### src/rtl/cr_tmr_pkg.sv
package cr_tmr_pkg;

   localparam int TM_BYTE_W = 8;

   typedef enum logic [1:0] {
      TM_RELOAD  = 2'd0,
      TM_CAPTURE = 2'd1,
      TM_CLKOUT  = 2'd2
   } tm_mode_e;

   // Clock output overrides the capture/reload choice.
   function automatic tm_mode_e tm_decode(input logic cap_mode,
                                          input logic clk_out_en,
                                          input logic ct_sel);
      if (clk_out_en && !ct_sel)
         return TM_CLKOUT;
      else if (cap_mode)
         return TM_CAPTURE;
      return TM_RELOAD;
   endfunction

endpackage

### src/rtl/cr_tmr_edge.sv
module cr_tmr_edge #(
   parameter int SYNC_STAGES = 0
)(
   input  logic clk,
   input  logic rst_n,
   input  logic pin,
   output logic level,
   output logic fall
);
   logic prev_q;

   generate
      if (SYNC_STAGES < 0 || SYNC_STAGES > 3) begin : g_bad_sync
         $error("cr_tmr_edge: SYNC_STAGES must be 0..3");
      end

      if (SYNC_STAGES == 0) begin : g_direct
         assign level = pin;
      end else begin : g_sync
         logic [SYNC_STAGES-1:0] sh_q;
         always_ff @(posedge clk or negedge rst_n) begin
            if (!rst_n) begin
               sh_q <= '0;
            end else begin
               sh_q[0] <= pin;
               for (int i = 1; i < SYNC_STAGES; i++)
                  sh_q[i] <= sh_q[i-1];
            end
         end
         assign level = sh_q[SYNC_STAGES-1];
      end
   endgenerate

   always_ff @(posedge clk or negedge rst_n) begin
      if (!rst_n) prev_q <= 1'b0;
      else        prev_q <= level;
   end

   assign fall = prev_q & ~level;

endmodule

### src/rtl/cr_tmr_counter.sv
module cr_tmr_counter
   import cr_tmr_pkg::*;
#(
   parameter int CNT_W = 16,
   localparam int NB = CNT_W / TM_BYTE_W
)(
   input  logic                 clk,
   input  logic                 rst_n,
   input  logic                 step,
   input  logic                 down,
   input  tm_mode_e             mode,
   input  logic                 reload_now,
   input  logic [CNT_W-1:0]     reload_val,
   input  logic [NB-1:0]        lane_wr,
   input  logic [TM_BYTE_W-1:0] wr_byte,
   output logic [CNT_W-1:0]     cnt,
   output logic                 wrap
);
   localparam logic [CNT_W-1:0] ONE = CNT_W'(1);

   logic [CNT_W-1:0] cnt_q, cnt_d, stepped, written;
   logic             wrap_raw, any_wr;

   assign any_wr = |lane_wr;

   generate
      for (genvar i = 0; i < NB; i++) begin : g_lane
         assign written[i*TM_BYTE_W +: TM_BYTE_W] =
            lane_wr[i] ? wr_byte : cnt_q[i*TM_BYTE_W +: TM_BYTE_W];
      end
   endgenerate

   // Value after one tick, and whether that tick is an overflow.
   always_comb begin
      wrap_raw = 1'b0;
      if (down) begin
         if (cnt_q == reload_val) begin
            stepped  = '1;
            wrap_raw = 1'b1;
         end else begin
            stepped = cnt_q - ONE;
         end
      end else if (&cnt_q) begin
         stepped  = (mode == TM_CAPTURE) ? '0 : reload_val;
         wrap_raw = 1'b1;
      end else begin
         stepped = cnt_q + ONE;
      end
   end

   // Priority: software write, then edge reload, then tick.
   always_comb begin
      if (any_wr)
         cnt_d = written;
      else if (reload_now)
         cnt_d = reload_val;
      else if (step)
         cnt_d = stepped;
      else
         cnt_d = cnt_q;
   end

   always_ff @(posedge clk or negedge rst_n) begin
      if (!rst_n) cnt_q <= '0;
      else        cnt_q <= cnt_d;
   end

   assign wrap = step & ~any_wr & ~reload_now & wrap_raw;
   assign cnt  = cnt_q;

endmodule

### src/rtl/cr_tmr_capreg.sv
module cr_tmr_capreg
   import cr_tmr_pkg::*;
#(
   parameter int CNT_W = 16,
   localparam int NB = CNT_W / TM_BYTE_W
)(
   input  logic                 clk,
   input  logic                 rst_n,
   input  logic                 capture_now,
   input  logic [CNT_W-1:0]     snap,
   input  logic [NB-1:0]        lane_wr,
   input  logic [TM_BYTE_W-1:0] wr_byte,
   output logic [CNT_W-1:0]     value
);
   generate
      for (genvar i = 0; i < NB; i++) begin : g_lane
         logic [TM_BYTE_W-1:0] byte_q;
         always_ff @(posedge clk or negedge rst_n) begin
            if (!rst_n)
               byte_q <= '0;
            else if (lane_wr[i])
               byte_q <= wr_byte;
            else if (capture_now)
               byte_q <= snap[i*TM_BYTE_W +: TM_BYTE_W];
         end
         assign value[i*TM_BYTE_W +: TM_BYTE_W] = byte_q;
      end
   endgenerate

endmodule

### src/rtl/cr_tmr_flags.sv
module cr_tmr_flags
   import cr_tmr_pkg::*;
(
   input  logic                 clk,
   input  logic                 rst_n,
   input  logic                 set_ovf,
   input  logic                 set_ext,
   input  logic                 toggle,
   input  logic                 mask,
   input  logic                 flag_wr,
   input  logic [TM_BYTE_W-1:0] wr_byte,
   output logic                 ovf,
   output logic                 ext,
   output logic                 t2_out,
   output logic                 irq
);
   logic ovf_q, ext_q, t2_q;

   always_ff @(posedge clk or negedge rst_n) begin
      if (!rst_n) begin
         ovf_q <= 1'b0;
         ext_q <= 1'b0;
         t2_q  <= 1'b0;
      end else begin
         ovf_q <= set_ovf | (flag_wr ? wr_byte[0] : ovf_q);
         ext_q <= set_ext | (flag_wr ? wr_byte[1] : ext_q);
         t2_q  <= t2_q ^ toggle;
      end
   end

   assign ovf    = ovf_q;
   assign ext    = ext_q;
   assign t2_out = t2_q;
   assign irq    = (ovf_q | ext_q) & ~mask;

endmodule

### src/rtl/cap_reload_timer.sv
module cap_reload_timer
   import cr_tmr_pkg::*;
#(
   parameter int CNT_W           = 16,
   parameter int ADDR_W          = 3,
   parameter int EXT_SYNC_STAGES = 0
)(
   input  logic                 clk,
   input  logic                 rst_n,
   input  logic                 tick,
   input  logic                 run,
   input  logic                 ext_pin,
   input  logic                 ext_en,
   input  logic                 cap_mode,
   input  logic                 down_en,
   input  logic                 clk_out_en,
   input  logic                 ct_sel,
   input  logic                 wr_en,
   input  logic [ADDR_W-1:0]    wr_addr,
   input  logic [7:0]           wr_data,
   input  logic [ADDR_W-1:0]    rd_addr,
   output logic [7:0]           rd_data,
   output logic [CNT_W-1:0]     count_val,
   output logic [CNT_W-1:0]     cap_val,
   output logic                 ovf_flag,
   output logic                 ext_flag,
   output logic                 irq,
   output logic                 t2_out,
   output logic                 t2_oe
);
   localparam int NB        = CNT_W / TM_BYTE_W;
   localparam int FLAG_ADDR = 2 * NB;

   generate
      if (CNT_W % TM_BYTE_W != 0 || CNT_W < 8 || CNT_W > 64) begin : g_bad_width
         $error("cap_reload_timer: CNT_W must be a multiple of 8 in 8..64");
      end
      if (ADDR_W < 1 || ADDR_W > 8 || (1 << ADDR_W) <= FLAG_ADDR) begin : g_bad_addr
         $error("cap_reload_timer: ADDR_W too small for the byte map");
      end
   endgenerate

   tm_mode_e        mode;
   logic            ext_level, ext_fall, ext_event;
   logic            reload_now, capture_now, step, count_down, wrap, flag_wr;
   logic [NB-1:0]   cnt_lane, cap_lane;

   assign mode        = tm_decode(cap_mode, clk_out_en, ct_sel);
   assign step        = run & tick;
   // With direction control enabled the pin steers, so its edges are inert.
   assign ext_event   = ext_en & ext_fall & ~((mode == TM_RELOAD) & down_en);
   assign reload_now  = ext_event & (mode == TM_RELOAD);
   assign capture_now = ext_event & (mode == TM_CAPTURE);
   assign count_down  = (mode == TM_RELOAD) & down_en & ~ext_level;
   assign flag_wr     = wr_en && (wr_addr == ADDR_W'(FLAG_ADDR));

   generate
      for (genvar i = 0; i < NB; i++) begin : g_dec
         assign cnt_lane[i] = wr_en && (wr_addr == ADDR_W'(i));
         assign cap_lane[i] = wr_en && (wr_addr == ADDR_W'(NB + i));
      end
   endgenerate

   cr_tmr_edge #(.SYNC_STAGES(EXT_SYNC_STAGES)) u_edge (
      .clk   (clk),
      .rst_n (rst_n),
      .pin   (ext_pin),
      .level (ext_level),
      .fall  (ext_fall)
   );

   cr_tmr_counter #(.CNT_W(CNT_W)) u_cnt (
      .clk        (clk),
      .rst_n      (rst_n),
      .step       (step),
      .down       (count_down),
      .mode       (mode),
      .reload_now (reload_now),
      .reload_val (cap_val),
      .lane_wr    (cnt_lane),
      .wr_byte    (wr_data),
      .cnt        (count_val),
      .wrap       (wrap)
   );

   cr_tmr_capreg #(.CNT_W(CNT_W)) u_cap (
      .clk         (clk),
      .rst_n       (rst_n),
      .capture_now (capture_now),
      .snap        (count_val),
      .lane_wr     (cap_lane),
      .wr_byte     (wr_data),
      .value       (cap_val)
   );

   cr_tmr_flags u_flags (
      .clk     (clk),
      .rst_n   (rst_n),
      .set_ovf (wrap & (mode != TM_CLKOUT)),
      .set_ext (ext_event),
      .toggle  (wrap & (mode == TM_CLKOUT)),
      .mask    (mode == TM_CLKOUT),
      .flag_wr (flag_wr),
      .wr_byte (wr_data),
      .ovf     (ovf_flag),
      .ext     (ext_flag),
      .t2_out  (t2_out),
      .irq     (irq)
   );

   assign t2_oe = (mode == TM_CLKOUT);

   always_comb begin
      rd_data = '0;
      for (int i = 0; i < NB; i++) begin
         if (rd_addr == ADDR_W'(i))
            rd_data = count_val[i*TM_BYTE_W +: TM_BYTE_W];
         if (rd_addr == ADDR_W'(NB + i))
            rd_data = cap_val[i*TM_BYTE_W +: TM_BYTE_W];
      end
      if (rd_addr == ADDR_W'(FLAG_ADDR))
         rd_data = {6'b0, ext_flag, ovf_flag};
   end

endmodule

### config.mk
export PLATFORM = sky130hd
export DESIGN_NAME = cap_reload_timer
export DESIGN_NICKNAME = d
export VERILOG_FILES = /design/src/rtl/cr_tmr_pkg.sv /design/src/rtl/cr_tmr_edge.sv /design/src/rtl/cr_tmr_counter.sv /design/src/rtl/cr_tmr_capreg.sv /design/src/rtl/cr_tmr_flags.sv /design/src/rtl/cap_reload_timer.sv
export SDC_FILE = /design/constraint.sdc
export NUM_CORES = 1
export LEC_CHECK = 0
export ABC_AREA = 1
export ABC_CLOCK_PERIOD_IN_PS = 3600
export BUFFER_PORTS_ARGS = -buffer_cell sky130_fd_sc_hd__buf_2
export CORE_AREA = 2 2 98 100
export CTS_CLUSTER_DIAMETER = 50
export DETAILED_ROUTE_END_ITERATION = 10
export DIE_AREA = 0 0 100 102
export GPL_TIMING_DRIVEN = 0
export HOLD_SLACK_MARGIN = 0.1
export SLEW_MARGIN = 20
export SYNTH_ARGS = -nofsm -noshare
export SYNTH_HDL_FRONTEND = slang
export SYNTH_SLANG_ARGS = --single-unit
### constraint.sdc
create_clock -name clk -period 3.6 [get_ports clk]
set_input_delay 0.72 -clock clk [delete_from_list [all_inputs] [get_ports clk]]
set_output_delay 0.72 -clock clk [all_outputs]
set_load 0.005 [all_outputs]
# Word-level counts from Yosys, hierarchy flattened
# Index checks and enable logic that the tools add are counted.
dict set report word_totals {
  mem_count 0
  ram_bits 0
  romBits 0
  inputBits 25
  word_cells 92
  ff_bits 36
  output_inout_bits 45
  latch_bits 0
}
dict set report classes {
  muxes 28
  div_mod_pow 0
  n_reduce_logical 17
  n_eq_ne 14
  shifts 0
  n_addsub 2
  multipliers 0
  bitwise_logic 23
  magnitude_cmp 0
}
# cell count
set op_table {}
lappend op_table {{16-bit two-way mux} 7}
lappend op_table {{8-bit two-way mux} 11}
lappend op_table {{16-bit by 1-bit adder with 16-bit output, second input constant} 1}
lappend op_table {{16-bit equality test} 1}
lappend op_table {{16-bit AND reduction} 1}
lappend op_table {{16-bit by 1-bit subtractor with 16-bit output, second input constant} 1}
lappend op_table {{1-bit bitwise AND} 14}
lappend op_table {{3-bit by 2-bit equality test with 1-bit output, second input constant} 4}
lappend op_table {{1-bit two-way mux} 7}
lappend op_table {{3-bit by 1-bit equality test with 1-bit output, second input constant} 2}
lappend op_table {{3-bit equality test, second input constant} 2}
lappend op_table {{1-bit logical AND} 6}
lappend op_table {{3-bit logical NOT} 2}
lappend op_table {{2-bit two-way mux} 3}
lappend op_table {{1-bit inverter} 5}
lappend op_table {{2-bit by 1-bit != test with 1-bit output, second input constant} 2}
lappend op_table {{2-bit AND reduction} 2}
lappend op_table {{2-bit nonzero test} 2}
lappend op_table {{1-bit OR} 3}
lappend op_table {{3-bit nonzero test} 1}
lappend op_table {{2-bit by 1-bit equality test with 1-bit output, second input constant} 1}
lappend op_table {{2-bit equality test, second input constant} 1}
lappend op_table {{2-bit logical NOT} 1}
lappend op_table {{2-bit != test, second input constant} 1}
lappend op_table {{3 further kinds} 3}

# Logic depth before layout (Yosys ltp)
# Gate-level depths: netlist of the first run.
dict set report depth {
  depth_word 14
  depth_mapped 15
  depth_no_buf 14
}

# Cells and area by module
# Synthesis of the first run repeated with hierarchy kept, for this count alone.
dict set report hier_totals {
  hier_cells 658
  hier_area_um2 3881.2
}
# module cells_per_inst instances seq_area_each_um2 area_each_um2
set modules_own_cells {}
lappend modules_own_cells {cr_tmr_counter 409 1 400.4 2406.1}
lappend modules_own_cells {cr_tmr_capreg 120 1 400.4 825.8}
lappend modules_own_cells {cap_reload_timer 107 1 0.0 473.0}
lappend modules_own_cells {cr_tmr_flags 18 1 75.1 133.9}
lappend modules_own_cells {cr_tmr_edge 4 1 25.0 42.5}

# Least setup slack after synthesis of the first run
# No wires, ideal clock.
dict set report synth_path {
  kind {input to output}
  start {input port rd_addr[1]}
  end {output port rd_data[2]}
  t_arrival_ns 1.603
  path_buffers 0
  stages 6
  path_slack_ns 1.277
  path_cell_list {inv_1 nor3_1 inv_1 o21ai_0 nor2_1 a21oi_1}
}
dict set report synth_via {
  elab_chain_cells 6
}
# element line
set synth_lines {}
lappend synth_lines {{start, declared} cap_reload_timer.sv:21} ;# input logic [ADDR_W-1:0] rd_addr,
lappend synth_lines {{3-bit logical NOT} cap_reload_timer.sv:116} ;# if (rd_addr == ADDR_W'(i))
lappend synth_lines {{8-bit two-way mux} cap_reload_timer.sv:116}
lappend synth_lines {{8-bit two-way mux} cap_reload_timer.sv:118} ;# if (rd_addr == ADDR_W'(NB + i))
lappend synth_lines {{8-bit two-way mux} cap_reload_timer.sv:116}
lappend synth_lines {{8-bit two-way mux} cap_reload_timer.sv:118}
lappend synth_lines {{8-bit two-way mux (*)} cap_reload_timer.sv:121} ;# if (rd_addr == ADDR_W'(FLAG_ADDR))
lappend synth_lines {{end, declared} cap_reload_timer.sv:22} ;# output logic [7:0] rd_data,
# Every way passes the cells marked *; elsewhere a longest branch is shown, timed or not.

# Final worst setup path of the first run
dict set report layout_path {
  start {input port rd_addr[1]}
  end {output port rd_data[3]}
}
# Same word-level chain as after synthesis.

==> results of run 1 <==
==> cells by family after synthesis <==
group / after synthesis / synth area share [%]
compound gates: 109 / 18.9
xor+xnor: 23 / 5.66
fa+ha+maj: 2 / 0.703
buf+inv: 88 / 10.7
flops: 36 / 25.3
simple gates: 299 / 38.8
==> worst register-to-register path: stages (launching register included) <==
cell and delay (ps):
dfrtp_1 540, ha_1 270, nand2_1 120, nor2_4 160, nand4_2 390, nand2_1 250, nand2_4 80, nor3_4 140
nand2_1 90, xnor2_1 130
==> worst max-delay path by stage <==
stage | startpoint | endpoint
after floorplan | rd_addr[1] | rd_data[2]
after global routing | rd_addr[1] | rd_data[2]
after global placement | rd_addr[1] | rd_data[3]
final | rd_addr[1] | rd_data[3]
after detailed placement | rd_addr[1] | rd_data[3]
after CTS | rd_addr[1] | rd_data[3]
==> power groups by stage <==
stage / combinational (mW) / sequential (mW) / clock [mW]
after floorplan: 1.08 / 0.673 / 0
after global placement: 1.55 / 0.681 / 0
after detailed placement: 1.55 / 0.687 / 0
after CTS: 1.56 / 0.680 / 0.334
after global routing: 1.75 / 0.702 / 0.346
final: 1.56 / 0.681 / 0.325
==> metrics by stage <==
step | worst slack [ps] | area, µm² | util [%] | instances | hold WS [ps]
3_3_place_gp | 286 | 4040 | 44.4 | 737 | 462
4_1_cts | 315 | 4130 | 45.4 | 745 | 480
5_1_grt | 73.0 | 4130 | 45.4 | 745 | 507
2_1_floorplan | 1280 | 3560 | - | 557 | 424
6_report | 179 | 4130 | 45.4 | 745 | 479
3_5_place_dp | 319 | 4040 | 44.4 | 737 | 465
==> flip-flops by register name (all words and copies together) (netlist names) <==
| register | count |
|---|---|
| u_flags.ovf | 1 |
| u_cnt.cnt | 16 |
| u_cap.g_lane.byte_q | 16 |
| u_flags.ext | 1 |
| u_flags.t2_out | 1 |
| u_edge.prev_q | 1 |
==> layout make-up <==
| type | instances | area, µm² |
|---|---|---|
| multi-input cells | 433 | 2280 |
| well taps | 111 | 139 |
| inverters | 70 | 263 |
| clock buffers | 8 | 90.1 |
| plain buffers | 18 | 116 |
| fillers | 1017 | 4980 |
| repair buffers | 69 | 345 |
| flip-flops and latches | 36 | 901 |
==> Yosys cell counts (all sizes together), types with 3 or more instances <==
cell type | number | area [µm²]
dfrtp | 36 | 901
nor2 | 85 | 403
nand4 | 3 | 25.0
o221ai | 4 | 35.0
o211ai | 23 | 178
o21ai | 37 | 196
a22oi | 7 | 52.6
nand2 | 152 | 622
inv | 69 | 259
buf | 15 | 105
xor2 | 21 | 184
a21oi | 28 | 148
nand3 | 35 | 193
clkbuf | 3 | 11.3
o22ai | 8 | 50.1
nor3 | 23 | 131
==> per-layer routing <==
layer,up-vias,routed length [µm]
met5,-,0
met4,0,437
met3,28,1060
met2,197,6560
met1,1923,5980
li1,1991,-
==> impl_metrics.csv, run 1 <==
group,metric,value,unit
power,powerDensity,622,nW/µm²
placed_design,hpwl,10.7,mm
worst_setup_path,cp_cell_sequence,"buf_2 -> inv_1 -> nor3_1 -> inv_1 -> o21ai_0 -> nor2_1 -> a21oi_1 -> buf_2",
run_status,outcome,"finished clean",
timing,skew,8.77,ps
cts,clock_tree.buffer_depth,2,
timing,setup_violations,0,
cts,hold_buffers,0,
global_routing,grt_use_total,28.3,%
synth,yosys_warnings,0,
layout,drive_above_1_share,22.2,%
layout,nNetsFinal,660,
worst_setup_path,regToRegStartpoint,"u_cnt.cnt[0]",
routing,route.detailed.wl_per_inst,18.9,µm
worst_setup_path,crit_buf_inv,4,
routing,drtPass1Iterations,5,
global_routing,grt_pass1_wl,21.8,mm
routing,drt_iter0_drc,327,
worst_hold_path,hp-start,"u_flags.t2_out",
cts,clkSinkCount,36,
placed_design,portBuffers,69,
synth,syn_area,3560,µm²
worst_setup_path,r2r_setup_slack,1330,ps
routing,via_count,4139,
worst_setup_path,required,2880,ps
cts,cts_tree,"yes",
timing,period_share,95.0,%
timing,rsz0062_at_grt,"no",
cts,root_buffer,"clkbuf_8",
cts,cts.clk_slew.worst_paths,80,ps
power,power.total,2.57,mW
worst_setup_path,r2r_cells,9,
global_routing,grt_busiest_layer,"met2",
cts,post-cts-setup-buffer-count,0,
flow_run,drv_cap,0,
power,clkPwrFrac,12.7,%
worst_setup_path,critical-path-top-delay-family,"simple AND/OR/NAND/NOR gates",
power,p_comb_share,60.8,%
timing,final_max_slew_viol_count,0,
power,p_seq_share,26.5,%
worst_setup_path,crit_cells,8,
layout,final_common_cell,"nand2_1",
worst_setup_path,critical_path_class,"in -> out",
floorplanning,pin_count,70,
worst_setup_path,cpPeakStageDelay,840,ps
cts,htree_levels,2,
worst_setup_path,slowest_stage,"nor3_1",
layout,antenna_cells,0,
power,vdd_drop_max,0.000266,V
routing,drc_errors,0,
global_routing,grt_util_met1,37.6,%
synth,ys_seq_elements,36,
global_routing,use_met3,3.69,%
worst_setup_path,endpoint_kind,"output port",
power,switchingPower,1.30,mW
worst_setup_path,worst_ep_arrival_time,2700,ps
global_routing,gr-total-overflow,0,
floorplanning,start_util,39.1,%
cts,cts_resized,0,
cts,cts_made_buffers,5,
worst_hold_path,holdPathEnd,"u_flags.t2_out",
global_routing,antenna_found_initial,0,
timing,max-slew-margin-rel,29.0,%
cts,clock_latency,300,ps
power,internal_power,1.27,mW
timing,setup_tns,0,ps
global_routing,grt_use_met2,47.1,%
synth,synth-edff-count,0,
synth,ys.flop_type,"dfrtp_1",
layout,areaGrowthSynthToFinish,16.1,%
worst_setup_path,timing.rr.end,"u_flags.t2_out",
synth,ys_types,38,
synth,syn_area_per_cell,6.39,µm²
synth,synth_nets,584,
placed_design,place.gp.congestion,1.01,
power,switching_share,50.5,%
synth,seq_area_frac_synth,25.3,%
floorplanning,die_y,102,µm
timing,tightest_slew,1060,ps
routing,drt-vias-per-instance,5.56,
timing,hold_viol,0,
routing,ant_nets,0,
floorplanning,fp-row-count,35,
power,leakagePower,2.09,nW
timing,max_freq,292,MHz
floorplanning,die_area,10200,µm²
global_routing,grt_pass1_vias,3929,
floorplanning,core,9110,µm²
worst_setup_path,critPathMaxFanout,8,
layout,final_cell_mix,"nand2_1 (143), buf_2 (72), nor2_1 (71)",
routing,drt_wl_total,14.0,mm
synth,synth_cells,557,
worst_setup_path,critPathLaunchType,"primary input",
floorplanning,die_w,100,µm
global_routing,grt_max_degree,37,
worst_hold_path,whs_path_depth,1,
timing,min_period,3420,ps
worst_hold_path,min_path_type,"reg -> reg",
synth,async_reset_ff_share,100,%
Power figures use the tool's default switching activity.
==> inputs of run 2 (changes only) <==
--- a/config.mk
+++ b/config.mk
@@ -8,13 +8,14 @@
 export ABC_AREA = 1
 export ABC_CLOCK_PERIOD_IN_PS = 3600
 export BUFFER_PORTS_ARGS = -buffer_cell sky130_fd_sc_hd__buf_2
-export CORE_AREA = 2 2 98 100
+export CORE_AREA = 2 2 102 104
 export CTS_CLUSTER_DIAMETER = 50
 export DETAILED_ROUTE_END_ITERATION = 10
-export DIE_AREA = 0 0 100 102
+export DIE_AREA = 0 0 104 106
 export GPL_TIMING_DRIVEN = 0
 export HOLD_SLACK_MARGIN = 0.1
 export SLEW_MARGIN = 20
 export SYNTH_ARGS = -nofsm -noshare
 export SYNTH_HDL_FRONTEND = slang
+export SYNTH_HIERARCHICAL = 1
 export SYNTH_SLANG_ARGS = --single-unit
==> run 2 against run 1 <==
Net effect:
- synthesized area increased by 9.1%
- wire length is 0.51% lower
- sequential power rose by 35%
- design area up 9.0%
- sequential share of layout area decreased by 1.8 points
==> impl_metrics.csv, run 2 <==
group,metric,value,unit
global_routing,grt_pass1_wl,21.9,mm
synth,synth_nets,685,
global_routing,grt_pass1_vias,4283,
timing,setup_violations,0,
floorplanning,start_util,38.8,%
synth,ys_seq_elements,36,
floorplanning,pin_count,70,
timing,max_freq,348,MHz
routing,drtPass1Iterations,5,
cts,cts_tree,"yes",
synth,synth_cells,658,
power,vdd_drop_max,0.000339,V
floorplanning,die_w,104,µm
timing,rsz0062_at_grt,"no",
layout,antenna_cells,0,
floorplanning,fp-row-count,37,
cts,htree_levels,2,
cts,root_buffer,"clkbuf_8",
synth,syn_area,3880,µm²
layout,post-route-util,45.0,%
cts,hold_buffers,0,
cts,clkSinkCount,36,
timing,period_share,79.9,%
synth,synth_common_cells,"nand2_1 (252), nor2_1 (79), inv_1 (67)",
worst_setup_path,required,3820,ps
placed_design,portBuffers,69,
worst_setup_path,worst_ep_arrival_time,3090,ps
timing,hold_viol,0,
layout,final_cell_mix,"nand2_1 (252), buf_2 (80), nor2_1 (79)",
synth,async_reset_ff_share,100,%
timing,tightest_slew,1040,ps
routing,drc_errors,0,
cts,clock_tree.buffer_depth,2,
synth,yosysTopAreaCell,"nand2_1",
timing,skew,4.22,ps
floorplanning,die_area,11000,µm²
synth,synth-edff-count,0,
run_status,outcome,"finished clean",
routing,ant_nets,0,
power,powerDensity,644,nW/µm²
layout,final_common_cell,"nand2_1",
timing,min_period,2880,ps
placed_design,dp_cells,863,
worst_setup_path,critPathLaunchType,"primary input",
worst_setup_path,critPathMaxFanout,10,
layout,fillCellCount,1145,
routing,drt_wl_total,14.0,mm
timing,setup_tns,0,ps
routing,route.detailed.wl_per_inst,16.0,µm
cts,cts.clk_slew.worst_paths,80,ps
synth,ys.flop_type,"dfrtp_1",
synth,synth_top_area_share,24.4,%
floorplanning,core,10000,µm²
layout,areaGrowthSynthToFinish,16.1,%
layout,nNetsFinal,761,
timing,max-slew-margin-rel,30.4,%
timing,final_max_slew_viol_count,0,
routing,drt-vias-per-instance,5.25,
global_routing,grt_max_degree,37,
global_routing,gr-total-overflow,0,
global_routing,antenna_found_initial,0,
cts,cts_resized,0,
cts,cts_made_buffers,5,
cts,clock_latency,290,ps
layout,instances_no_fill,871,
synth,seq_area_frac_synth,23.2,%
power,leakagePower,2.51,nW
flow_run,drv_cap,0,
worst_setup_path,critical_path_class,"in -> reg",
routing,drt_iter0_drc,275,
synth,yosys_warnings,6,
synth,synth_area_leaders,"nand2_1 (24%), dfrtp_1 (23%), nor2_1 (7.6%), nand3_1 (7.6%), inv_1 (6.5%)",
placed_design,hpwl,10.9,mm
worst_setup_path,endpoint_kind,"flop",
global_routing,grt_use_total,25.1,%
synth,ys_types,39,
routing,via_count,4571,
cts,post-cts-setup-buffer-count,0,
synth,yosysMostFrequentCell,"nand2_1",
worst_hold_path,min_path_type,"in -> async",
synth,syn_area_per_cell,5.90,µm²
placed_design,place.gp.congestion,0.939,
layout,drive_above_1_share,20.8,%
floorplanning,die_y,106,µm
-- run 2: cell types whose count changed after synthesis, sizes merged, moves of 7 or more --
| cell | delta |
|---|---|
| buf | +7 |
| o22ai | -8 |
| nor2 | +9 |
| inv | +10 |
| a21oi | +7 |
| nand3 | +28 |
| nor3 | -12 |
| o21ai | -29 |
| o211ai | -12 |
| nand2 | +110 |
-- run 2: cells by family (layout without fill, tap and decap cells) --
logic type / after synthesis / after routing / synth area share (%)
buffers and inverters: 102 / 179 / 11.6
xor gates and xnor gates: 16 / 16 / 3.61
and+or+nand+nor: 442 / 442 / 51.0
AOI/OAI and AO/OA: 60 / 60 / 9.90
DFF: 36 / 36 / 23.2
adders and majority gates: 2 / 2 / 0.645
-- run 2: critical path: stages --
cell      delay, ps
buf_2            90
inv_1            40
nand2_1          70
nand3_1          90
nand3_1         120
nor3_1          610
inv_1           260
nor2_1          380
clkbuf_1        390
a21oi_1         150
a21oi_2         170
-- run 2: worst paths after layout --
check | start | to | slack [ps] | depth (start not counted)
min in group clk | u_flags/t2_out | u_flags/t2_out | 540 | 3
worst max-delay path | ct_sel | u_cnt/cnt[13] | 720 | 11
worst min-delay path | rst_n | u_flags/t2_out | 520 | 1
worst max register to register | u_edge/prev_q | u_cnt/cnt[13] | 1020 | 9
max in group asynchronous | rst_n | u_cap/g_lane[0].byte_q[3] | 2560 | 1
worst min register to register | u_flags/t2_out | u_flags/t2_out | 540 | 3
-- run 2: cell type report --
type	count	area, µm²	area share [%]
multi-input cells	520	2530	56.1
flip-flops and latches	36	901	20.0
repair buffers	69	345	7.67
inverters	79	299	6.64
well taps	136	170	3.78
plain buffers	23	153	3.39
clock buffers	6	72.6	1.61
clock inverters	2	35.0	0.778
-- run 2: through the flow --
step,hold slack [ps],instance area (µm²),setup slack [ps],total power [mW]
after global placement,517,4400,489,2.51
after floorplan,424,3880,1120,1.92
after detailed placement,529,4400,461,2.52
after CTS,542,4500,769,2.89
final,523,4500,725,2.90
after global routing,574,4500,425,3.14
-- run 2: metal layers --
| layer | vias up | GRT usage, % | wire length (µm) |
|---|---|---|---|
| li1 | 2213 | - | - |
| met1 | 2107 | 33.2 | 5930 |
| met2 | 213 | 42.0 | 6460 |
| met3 | 38 | 2.51 | 1100 |
| met4 | 0 | 10.8 | 485 |
| met5 | - | 0 | 0 |
-- run 2: report_power, final --
| part | total (mW) | internal, mW | switching (mW) |
|---|---|---|---|
| combinational | 1.62 | 0.633 | 0.992 |
| sequential | 0.917 | 0.546 | 0.370 |
| clock | 0.360 | 0.206 | 0.155 |
